**src/rtl/asram_pkg.sv**
```systemverilog
package asram_pkg;

  typedef enum logic [2:0] {
    ST_IDLE,
    ST_RACC,   // read strobes low, waiting out access time
    ST_RREC,   // read turnaround, bus released
    ST_WPUL,   // write window: select and write strobe low
    ST_WREC    // write recovery, data still driven
  } phase_e;

  function automatic int cdiv(input int num, input int den);
    return (num + den - 1) / den;
  endfunction

  function automatic int imax(input int a, input int b);
    return (a > b) ? a : b;
  endfunction

endpackage

```
**src/rtl/asram_timer.sv**
```systemverilog
module asram_timer #(
  parameter int CNT_W = 2
) (
  input  logic             clk,
  input  logic             rst_n,
  input  logic             load,
  input  logic [CNT_W-1:0] load_val,
  output logic             last
);

  logic [CNT_W-1:0] cnt_q, cnt_d;

  always_comb begin
    cnt_d = cnt_q;
    if (load)
      cnt_d = load_val;
    else if (cnt_q != '0)
      cnt_d = cnt_q - 1'b1;
  end

  always_ff @(posedge clk or negedge rst_n) begin
    if (!rst_n)
      cnt_q <= '0;
    else
      cnt_q <= cnt_d;
  end

  assign last = (cnt_q == '0);

endmodule

```
**src/rtl/asram_seq.sv**
```systemverilog
module asram_seq
  import asram_pkg::*;
#(
  parameter int CNT_W  = 2,
  parameter int RD_CYC = 2,
  parameter int WP_CYC = 2,
  parameter int WR_CYC = 1,
  parameter int TR_CYC = 1
) (
  input  logic clk,
  input  logic rst_n,
  input  logic req_valid,
  input  logic req_write,
  output logic req_ready,
  output logic accept,
  output logic capture,
  output logic ce_n,
  output logic we_n,
  output logic oe_n,
  output logic drive
);

  localparam logic [CNT_W-1:0] RD_L = CNT_W'(RD_CYC - 1);
  localparam logic [CNT_W-1:0] WP_L = CNT_W'(WP_CYC - 1);
  localparam logic [CNT_W-1:0] WR_L = CNT_W'(WR_CYC - 1);
  localparam logic [CNT_W-1:0] TR_L = CNT_W'(TR_CYC - 1);

  phase_e           state_q, state_d;
  logic             run_q;
  logic             load;
  logic [CNT_W-1:0] load_val;
  logic             last;

  asram_timer #(.CNT_W(CNT_W)) u_timer (
    .clk      (clk),
    .rst_n    (rst_n),
    .load     (load),
    .load_val (load_val),
    .last     (last)
  );

  assign req_ready = (state_q == ST_IDLE) && run_q;
  assign accept    = req_ready && req_valid;

  always_comb begin
    state_d  = state_q;
    load     = 1'b0;
    load_val = '0;
    capture  = 1'b0;
    unique case (state_q)
      ST_IDLE: if (accept) begin
        state_d  = req_write ? ST_WPUL : ST_RACC;
        load     = 1'b1;
        load_val = req_write ? WP_L : RD_L;
      end
      ST_RACC: if (last) begin
        state_d  = ST_RREC;
        load     = 1'b1;
        load_val = TR_L;
        capture  = 1'b1;
      end
      ST_RREC: if (last) state_d = ST_IDLE;
      ST_WPUL: if (last) begin
        state_d  = ST_WREC;
        load     = 1'b1;
        load_val = WR_L;
      end
      ST_WREC: if (last) state_d = ST_IDLE;
      default: state_d = ST_IDLE;
    endcase
  end

  // Strobes are registered from the next phase so the pins never glitch.
  always_ff @(posedge clk or negedge rst_n) begin
    if (!rst_n) begin
      state_q <= ST_IDLE;
      run_q   <= 1'b0;
      ce_n    <= 1'b1;
      we_n    <= 1'b1;
      oe_n    <= 1'b1;
      drive   <= 1'b0;
    end else begin
      state_q <= state_d;
      run_q   <= 1'b1;
      ce_n    <= !((state_d == ST_RACC) || (state_d == ST_WPUL));
      we_n    <= !(state_d == ST_WPUL);
      oe_n    <= !(state_d == ST_RACC);
      drive   <= (state_d == ST_WPUL) || (state_d == ST_WREC);
    end
  end

endmodule

```
**src/rtl/asram_dpath.sv**
```systemverilog
module asram_dpath #(
  parameter int ADDR_W = 14,
  parameter int DATA_W = 4
) (
  input  logic              clk,
  input  logic              rst_n,
  input  logic              accept,
  input  logic              capture,
  input  logic [ADDR_W-1:0] req_addr,
  input  logic [DATA_W-1:0] req_wdata,
  input  logic [DATA_W-1:0] dq_in,
  output logic [ADDR_W-1:0] mem_addr,
  output logic [DATA_W-1:0] dq_out,
  output logic              rsp_valid,
  output logic [DATA_W-1:0] rsp_rdata
);

  always_ff @(posedge clk or negedge rst_n) begin
    if (!rst_n) begin
      mem_addr <= '0;
      dq_out   <= '0;
    end else if (accept) begin
      mem_addr <= req_addr;
      dq_out   <= req_wdata;
    end
  end

  always_ff @(posedge clk or negedge rst_n) begin
    if (!rst_n)
      rsp_rdata <= '0;
    else if (capture)
      rsp_rdata <= dq_in;
  end

  always_ff @(posedge clk or negedge rst_n) begin
    if (!rst_n)
      rsp_valid <= 1'b0;
    else
      rsp_valid <= capture;
  end

endmodule

```
**src/rtl/asram_ctrl.sv**
```systemverilog
module asram_ctrl
  import asram_pkg::*;
#(
  parameter int ADDR_W   = 14,
  parameter int DATA_W   = 4,
  parameter int CLK_NS   = 8,
  parameter int T_AA_NS  = 15,
  parameter int T_PWE_NS = 12,
  parameter int T_SD_NS  = 10,
  parameter int T_AW_NS  = 12,
  parameter int T_WC_NS  = 15,
  parameter int T_HZ_NS  = 8
) (
  input  logic              clk,
  input  logic              rst_n,
  input  logic              req_valid,
  output logic              req_ready,
  input  logic              req_write,
  input  logic [ADDR_W-1:0] req_addr,
  input  logic [DATA_W-1:0] req_wdata,
  output logic              rsp_valid,
  output logic [DATA_W-1:0] rsp_rdata,
  output logic              mem_ce_n,
  output logic              mem_we_n,
  output logic              mem_oe_n,
  output logic [ADDR_W-1:0] mem_addr,
  output logic [DATA_W-1:0] mem_dq_out,
  output logic              mem_dq_drive,
  input  logic [DATA_W-1:0] mem_dq_in
);

  localparam int RD_CYC = imax(1, cdiv(T_AA_NS, CLK_NS));
  localparam int WP_CYC = imax(1, cdiv(imax(T_PWE_NS, imax(T_SD_NS, T_AW_NS)), CLK_NS));
  localparam int WC_CYC = cdiv(T_WC_NS, CLK_NS);
  localparam int WR_CYC = imax(1, WC_CYC - WP_CYC);
  localparam int TR_CYC = imax(1, cdiv(T_HZ_NS, CLK_NS));
  localparam int MAX_CYC = imax(imax(RD_CYC, WP_CYC), imax(WR_CYC, TR_CYC));
  localparam int CNT_W  = imax(1, $clog2(MAX_CYC + 1));

  logic rst_meta_q, rst_sync_q;
  logic accept, capture;

  always_ff @(posedge clk or negedge rst_n) begin
    if (!rst_n) begin
      rst_meta_q <= 1'b0;
      rst_sync_q <= 1'b0;
    end else begin
      rst_meta_q <= 1'b1;
      rst_sync_q <= rst_meta_q;
    end
  end

  asram_seq #(
    .CNT_W  (CNT_W),
    .RD_CYC (RD_CYC),
    .WP_CYC (WP_CYC),
    .WR_CYC (WR_CYC),
    .TR_CYC (TR_CYC)
  ) u_seq (
    .clk       (clk),
    .rst_n     (rst_sync_q),
    .req_valid (req_valid),
    .req_write (req_write),
    .req_ready (req_ready),
    .accept    (accept),
    .capture   (capture),
    .ce_n      (mem_ce_n),
    .we_n      (mem_we_n),
    .oe_n      (mem_oe_n),
    .drive     (mem_dq_drive)
  );

  asram_dpath #(
    .ADDR_W (ADDR_W),
    .DATA_W (DATA_W)
  ) u_dpath (
    .clk       (clk),
    .rst_n     (rst_sync_q),
    .accept    (accept),
    .capture   (capture),
    .req_addr  (req_addr),
    .req_wdata (req_wdata),
    .dq_in     (mem_dq_in),
    .mem_addr  (mem_addr),
    .dq_out    (mem_dq_out),
    .rsp_valid (rsp_valid),
    .rsp_rdata (rsp_rdata)
  );

endmodule

```
**config.mk**
```make
export PLATFORM = sky130hd
export DESIGN_NAME = asram_ctrl
export DESIGN_NICKNAME = d
export VERILOG_FILES = /design/src/rtl/asram_pkg.sv /design/src/rtl/asram_timer.sv /design/src/rtl/asram_seq.sv /design/src/rtl/asram_dpath.sv /design/src/rtl/asram_ctrl.sv
export SDC_FILE = /design/constraint.sdc
export NUM_CORES = 1
export LEC_CHECK = 0
export BUFFER_PORTS_ARGS = -buffer_cell sky130_fd_sc_hd__buf_2
export CORE_MARGIN = 1
export CORE_UTILIZATION = 37
export CTS_BUF_LIST = sky130_fd_sc_hd__clkbuf_2 sky130_fd_sc_hd__clkbuf_4 sky130_fd_sc_hd__clkbuf_8
export CTS_CLUSTER_SIZE = 28
export DETAILED_ROUTE_END_ITERATION = 10
export PLACE_DENSITY = 0.6
export SLEW_MARGIN = 20
export SYNTH_ARGS = -nofsm -noshare
export SYNTH_HDL_FRONTEND = slang
export SYNTH_SLANG_ARGS = --single-unit
```
**constraint.sdc**
```tcl
create_clock -name clk -period 3.01 [get_ports clk]
set_clock_uncertainty 0.15 [all_clocks]
set_input_delay 0.7525 -clock clk [delete_from_list [all_inputs] [get_ports clk]]
set_output_delay 0.7525 -clock clk [all_outputs]
set_load 0.05 [all_outputs]
```
==> summary.txt, run 1 <==
reg2reg setup slack: 1.07 ns
routed wire length per instance: 11.9 um
CTS Sinks: 35
DRT Wirelength: 2350 um
CP Max Fanout: 8
reg2reg path depth: 5
critical path type: reg -> out
num ports: 54
Max Cap Viol: 0
Iteration-0 DRC Markers: 24
CP Cell Sequence: nor4b_4, buf_2
Startpoint Class: register
Reg-to-Reg End: u_dpath.rsp_rdata[0]$_DFFE_PN0P_
placer congestion estimate: 0.807
worst reg2reg path startpoint: u_seq.u_timer.cnt_q[0]$_DFFE_PN0P_
Detail Route Antenna Nets: 0
Critical Path AT: 1.39 ns
Initial Util: 0.383
Skew-Pair Late Insertion Delay: 0.28 ns
Post-DP Area: 1690 um2
cts hold-fix bufs: 0
via/cell ratio: 4.60
Chip Height: 63.6 um
crit path to: req_ready
DIE AREA: 4040 um2
CTS max path bufs: 2
synthesized flop and latch total: 35
gr ovfl total: 0
Fin Setup TNS: 0 ns
Final Hold Violating Endpoints: 0
CTS Buf Count: 5
Final min period: 2.29 ns
post-CTS setup buffers: 0
Max Slew Vio Count: 0
largest net degree at the start of global routing: 34
Synth warnings: 0
design area: 1810 um2
DRC viols: 0
syn avg cell area: 15.6 um2
Ant. Diodes: 0
f_max: 436 MHz
H-tree depth: 2
clock transition at the registers of the reported paths: 0.07 ns
Detailed Place HPWL: 1680 um
status: complete, no violations
die width: 63.6 um
Hold WC Path Type: in -> async
Vias: 906
CTS tree: yes
core area: 3660 um2
critical path's slowest cell: dfrtp_1
required time of the worst setup path: 2.11 ns
CP Capture Type: output port
area added between synthesis and finish: 28.9%
drt first pass iters: 3
layout cell share with drive strength beyond 1: 0.604
GRT Overall Usage: 0.133
port buffer count: 53
post_cts resized: 0
max incr delay on CP: 0.48 ns
Setup violations, final: 0
fin nets: 175
initial antenna violation count: 0
final critical-path share of the clock period: 0.761
RSZ-0062 raised after global routing: no
vias in the first global route: 914
CTS root buffer: clkbuf_8
Rows: 22
Mapped Area: 1400 um2
count of different cell masters after synthesis: 27
first-pass GRT wire length: 4130 um
cell count after synthesis: 90
Worst Setup SP: u_seq.state_q[1]$_DFF_PN0_
Hold WS: 0.0951 ns
Seq/Total Area, Yosys: 0.627
## cells in the mapped netlist
cell type | instances | area (um2)
mux2_2 | 12 | 135
nand3_1 | 1 | 5.00
o32a_1 | 1 | 10.0
buf_2 | 1 | 5.00
dfrtp_1 | 32 | 801
a31o_2 | 1 | 8.76
clkbuf_1 | 1 | 3.75
dfstp_2 | 3 | 78.8
nand2_1 | 1 | 3.75
and2_1 | 1 | 6.26
ha_1 | 1 | 12.5
buf_12 | 2 | 40.0
o21ai_0 | 2 | 10.0
o22ai_1 | 1 | 6.26
inv_1 | 3 | 11.3
a21oi_1 | 2 | 10.0
a22oi_1 | 1 | 7.51
o211ai_1 | 1 | 7.51
conb_1 | 1 | 3.75
nor2_1 | 4 | 15.0
nor4b_4 | 1 | 23.8
mux2_4 | 10 | 150
nor4b_1 | 1 | 8.76
a31oi_1 | 1 | 6.26
nor2b_1 | 3 | 18.8
nand2b_1 | 1 | 6.26
and2_4 | 1 | 8.76
## metrics by stage
step	setup WS (ns)	util	std cells
after floorplan	0.841	-	91
after global placement	1.04	0.462	189
after detailed placement	1.03	0.462	189
after CTS	0.709	0.494	197
after global routing	0.618	0.494	197
final	0.719	0.494	197
## per-layer routing
| layer | part of all wire | global-route usage | vias to the layer above |
|---|---|---|---|
| li1 | - | - | 424 |
| met1 | 0.42 | 0.159 | 439 |
| met2 | 0.50 | 0.218 | 41 |
| met3 | 0.073 | 0.0489 | 2 |
| met4 | 0.0068 | 0.0426 | 0 |
| met5 | 0 | 0 | - |
## layout by cell type (no fill, tap or decap)
cell type	count
buf_2	53
dfrtp_1	32
mux2_2	12
mux2_4	10
clkbuf_8	6
nor2_1	4
nor2b_1	3
inv_1	3
dfstp_2	3
o21ai_0	2
a21oi_1	2
conb_1	2
nand2b_1	1
nor4b_4	1
nand2_1	1
nor4b_1	1
a31o_2	1
o22ai_1	1
and2_4	1
a22oi_1	1
o32a_1	1
and2_1	1
a31oi_1	1
nand3_1	1
o211ai_1	1
ha_1	1
clkinv_2	1
bufinv_16	1
buf_4	1
## logic make-up (layout without fill, tap and decap cells)
family	Yosys count	in the layout	synth area share
other	1	2	0.00267
AOI/OAI and AO/OA	10	10	0.0472
and+or+nand+nor	14	14	0.0686
muxes	22	22	0.203
adders and majority gates	1	1	0.00891
DFF	35	35	0.627
buffers and inverters	7	65	0.0428
## layout make-up
type,count,area (um2)
clock inverters,2,35.0
well taps,48,60.1
flip-flops and latches,35,880
repair buffers,54,273
inverters,3,11.3
clock buffers,6,82.6
fillers,350,1850
multi-input cells,49,468
## state kept, by name (all words and copies together), names as in the netlist
name	flops
u_dpath.mem_addr	14
u_seq.oe_n	1
u_dpath.rsp_valid	1
u_seq.u_timer.cnt_q	2
u_seq.run_q	1
u_seq.ce_n	1
u_seq.we_n	1
u_dpath.rsp_rdata	4
rst_sync_q	1
u_dpath.dq_out	4
u_seq.drive	1
u_seq.state_q	3
rst_meta_q	1
## worst max-delay path: cells and delay by family, from the launching register on
| kind | cells | cell delay, ns |
|---|---|---|
| simple gates | 1 | 0.32 |
| buf+inv | 1 | 0.31 |
| flops | 1 | 0.48 |
## worst min path at each step
stage,startpoint,to,cells after the start
global route,rst_n,rst_sync_q$_DFF_PN0_,1
finish,rst_n,rst_sync_q$_DFF_PN0_,1
floorplan,rst_meta_q$_DFF_PN0_,rst_sync_q$_DFF_PN0_,0
detailed placement,rst_sync_q$_DFF_PN0_,u_dpath.rsp_rdata[3]$_DFFE_PN0P_,1
CTS,rst_n,rst_meta_q$_DFF_PN0_,1
global placement,rst_sync_q$_DFF_PN0_,u_dpath.rsp_rdata[3]$_DFFE_PN0P_,1
Power of run 1 is not shown: default switching activity piles up to over one toggle a cycle in this logic, so the estimate is an artifact.
==> run 2, diff against run 1 <==
--- a/config.mk
+++ b/config.mk
@@ -11,7 +11,7 @@
 export CTS_BUF_LIST = sky130_fd_sc_hd__clkbuf_2 sky130_fd_sc_hd__clkbuf_4 sky130_fd_sc_hd__clkbuf_8
 export CTS_CLUSTER_SIZE = 28
 export DETAILED_ROUTE_END_ITERATION = 10
-export PLACE_DENSITY = 0.6
+export PLACE_DENSITY = 0.63
 export SLEW_MARGIN = 20
 export SYNTH_ARGS = -nofsm -noshare
 export SYNTH_HDL_FRONTEND = slang
==> constraint.sdc (replaced) <==
create_clock -name clk -period 2.1 [get_ports clk]
set_clock_uncertainty 0.15 [all_clocks]
set_input_delay 0.525 -clock clk [delete_from_list [all_inputs] [get_ports clk]]
set_output_delay 0.525 -clock clk [all_outputs]
set_load 0.05 [all_outputs]
==> summary.txt, run 2 (synthesis results as in run 1) <==
status: complete, no violations
top flop regs: u_dpath.mem_addr x14, u_dpath.dq_out x4, u_dpath.rsp_rdata x4
required time of the worst setup path: 1.42 ns
Chip Height: 63.6 um
CP Max Fanout: 5
area added between synthesis and finish: 29.2%
Detailed Place HPWL: 1810 um
max incr delay on CP: 0.44 ns
num ports: 54
DP Worst Slack: 0.289 ns
f_max: 495 MHz
commonest cells after routing, fill and taps aside: 52 x buf_2, 32 x dfrtp_1, 12 x mux2_2, 10 x mux2_4, 6 x clkbuf_8
critical path's slowest cell: dfrtp_1
GRT Overall Usage: 0.140
Iteration-0 DRC Markers: 11
setup ws final: 0.0808 ns
die width: 63.6 um
Skew-Pair Late Insertion Delay: 0.28 ns
post-CTS setup buffers: 0
routed wire length per instance: 12.4 um
Slew HR: 0.525
most common cell after layout, fill and taps aside: buf_2
Final Non-Filler Cells: 200
critical path type: reg -> out
placer congestion estimate: 0.772
CTS Buf Count: 5
Critical Path AT: 1.34 ns
Startpoint Class: register
DRT Wirelength: 2480 um
first-pass GRT wire length: 4310 um
WP depth: 2
Initial Util: 0.383
CP bufs+invs: 1
layout cell share with drive strength beyond 1: 0.605
port buffer count: 53
Ant. Diodes: 0
Final min period: 2.02 ns
Fin Setup TNS: 0 ns
largest register by flop count: u_dpath.mem_addr
H-tree depth: 2
reg2reg path depth: 3
CTS root buffer: clkbuf_8
Final Hold Violating Endpoints: 0
Setup violations, final: 0
Max Cap Viol: 0
clock transition at the registers of the reported paths: 0.07 ns
Vias: 923
via/cell ratio: 4.62
vias in the first global route: 925
final critical-path share of the clock period: 0.962
CP Cell Sequence: nor4b_4, clkbuf_4
dpl cells: 191
Hold WC Path Type: reg -> async
Rows: 22
drt first pass iters: 4
gr ovfl total: 0
Detail Route Antenna Nets: 0
number of fillers in the final layout: 337
Max Slew Vio Count: 0
largest net degree at the start of global routing: 22
DIE AREA: 4040 um2
core area: 3660 um2
initial antenna violation count: 0
CTS max path bufs: 2
family with the most delay on the worst path: flip-flops
DRC viols: 0
fin nets: 178
CTS tree: yes
Hold WS: 0.147 ns
RSZ-0062 raised after global routing: no
CP Capture Type: output port
Largest register FFs: 14
worst slew pin tran: 0.712 ns
CTS Sinks: 35
## run 2: layout make-up
cell class                      instances  area [um2]  share of cell area
Clock buffer                            7        90.1              0.0497
Clock inverter                          1        5.00             0.00276
Inverter                                3        11.3             0.00621
Multi-Input combinational cell         49         468               0.258
Sequential cell                        35         880               0.485
Tap cell                               48        60.1              0.0331
Timing Repair Buffer                   57         300               0.166
## run 2: routing by layer
metal  vias up  global-route usage  wire [um]  part of all wire
met4         0              0.0426         21            0.0085
met5         -                   0          0                 0
li1        432                   -          -                 -
met2        46               0.214       1100              0.45
met1       443               0.179       1130              0.46
met3         2              0.0580        223             0.090
## run 2: path summary, 6_finish.rpt
| path | start | end | slack, ns |
|---|---|---|---|
| max in group asynchronous | rst_sync_q$_DFF_PN0_ | u_dpath.mem_addr[13]$_DFFE_PN0P_ | 1.04 |
| min in group clk | rst_meta_q$_DFF_PN0_ | rst_sync_q$_DFF_PN0_ | 0.20 |
| hold reg to reg | rst_sync_q$_DFF_PN0_ | u_dpath.mem_addr[2]$_DFFE_PN0P_ | 0.15 |
| setup / recovery | u_seq.state_q[0]$_DFF_PN0_ | req_ready | 0.08 |
| hold / removal | rst_sync_q$_DFF_PN0_ | u_dpath.mem_addr[2]$_DFFE_PN0P_ | 0.15 |
| setup reg to reg | u_seq.state_q[0]$_DFF_PN0_ | u_dpath.mem_addr[6]$_DFFE_PN0P_ | 0.28 |
## run 2: what timing repair did
item,4_1_cts,5_1_grt
hold buffers,1,0
hold endpoints to repair,2,0
endpoints found under the setup margin,0,1
gates resized for setup,0,1
## run 2: worst register-to-register path: cells and delay by family (launching register included)
kind | cells | cell delay [ns]
DFF | 1 | 0.44
muxes | 1 | 0.38
and+or+nand+nor | 2 | 0.74
## run 2: stage by stage
| stage | utilization | area (um2) |
|---|---|---|
| 3_3_place_gp | 0.466 | 1710 |
| 2_1_floorplan | - | 1410 |
| 4_1_cts | 0.495 | 1810 |
| 5_1_grt | 0.496 | 1810 |
| 3_5_place_dp | 0.466 | 1710 |
| 6_report | 0.496 | 1810 |
Power of run 2 is left out for the same reason.
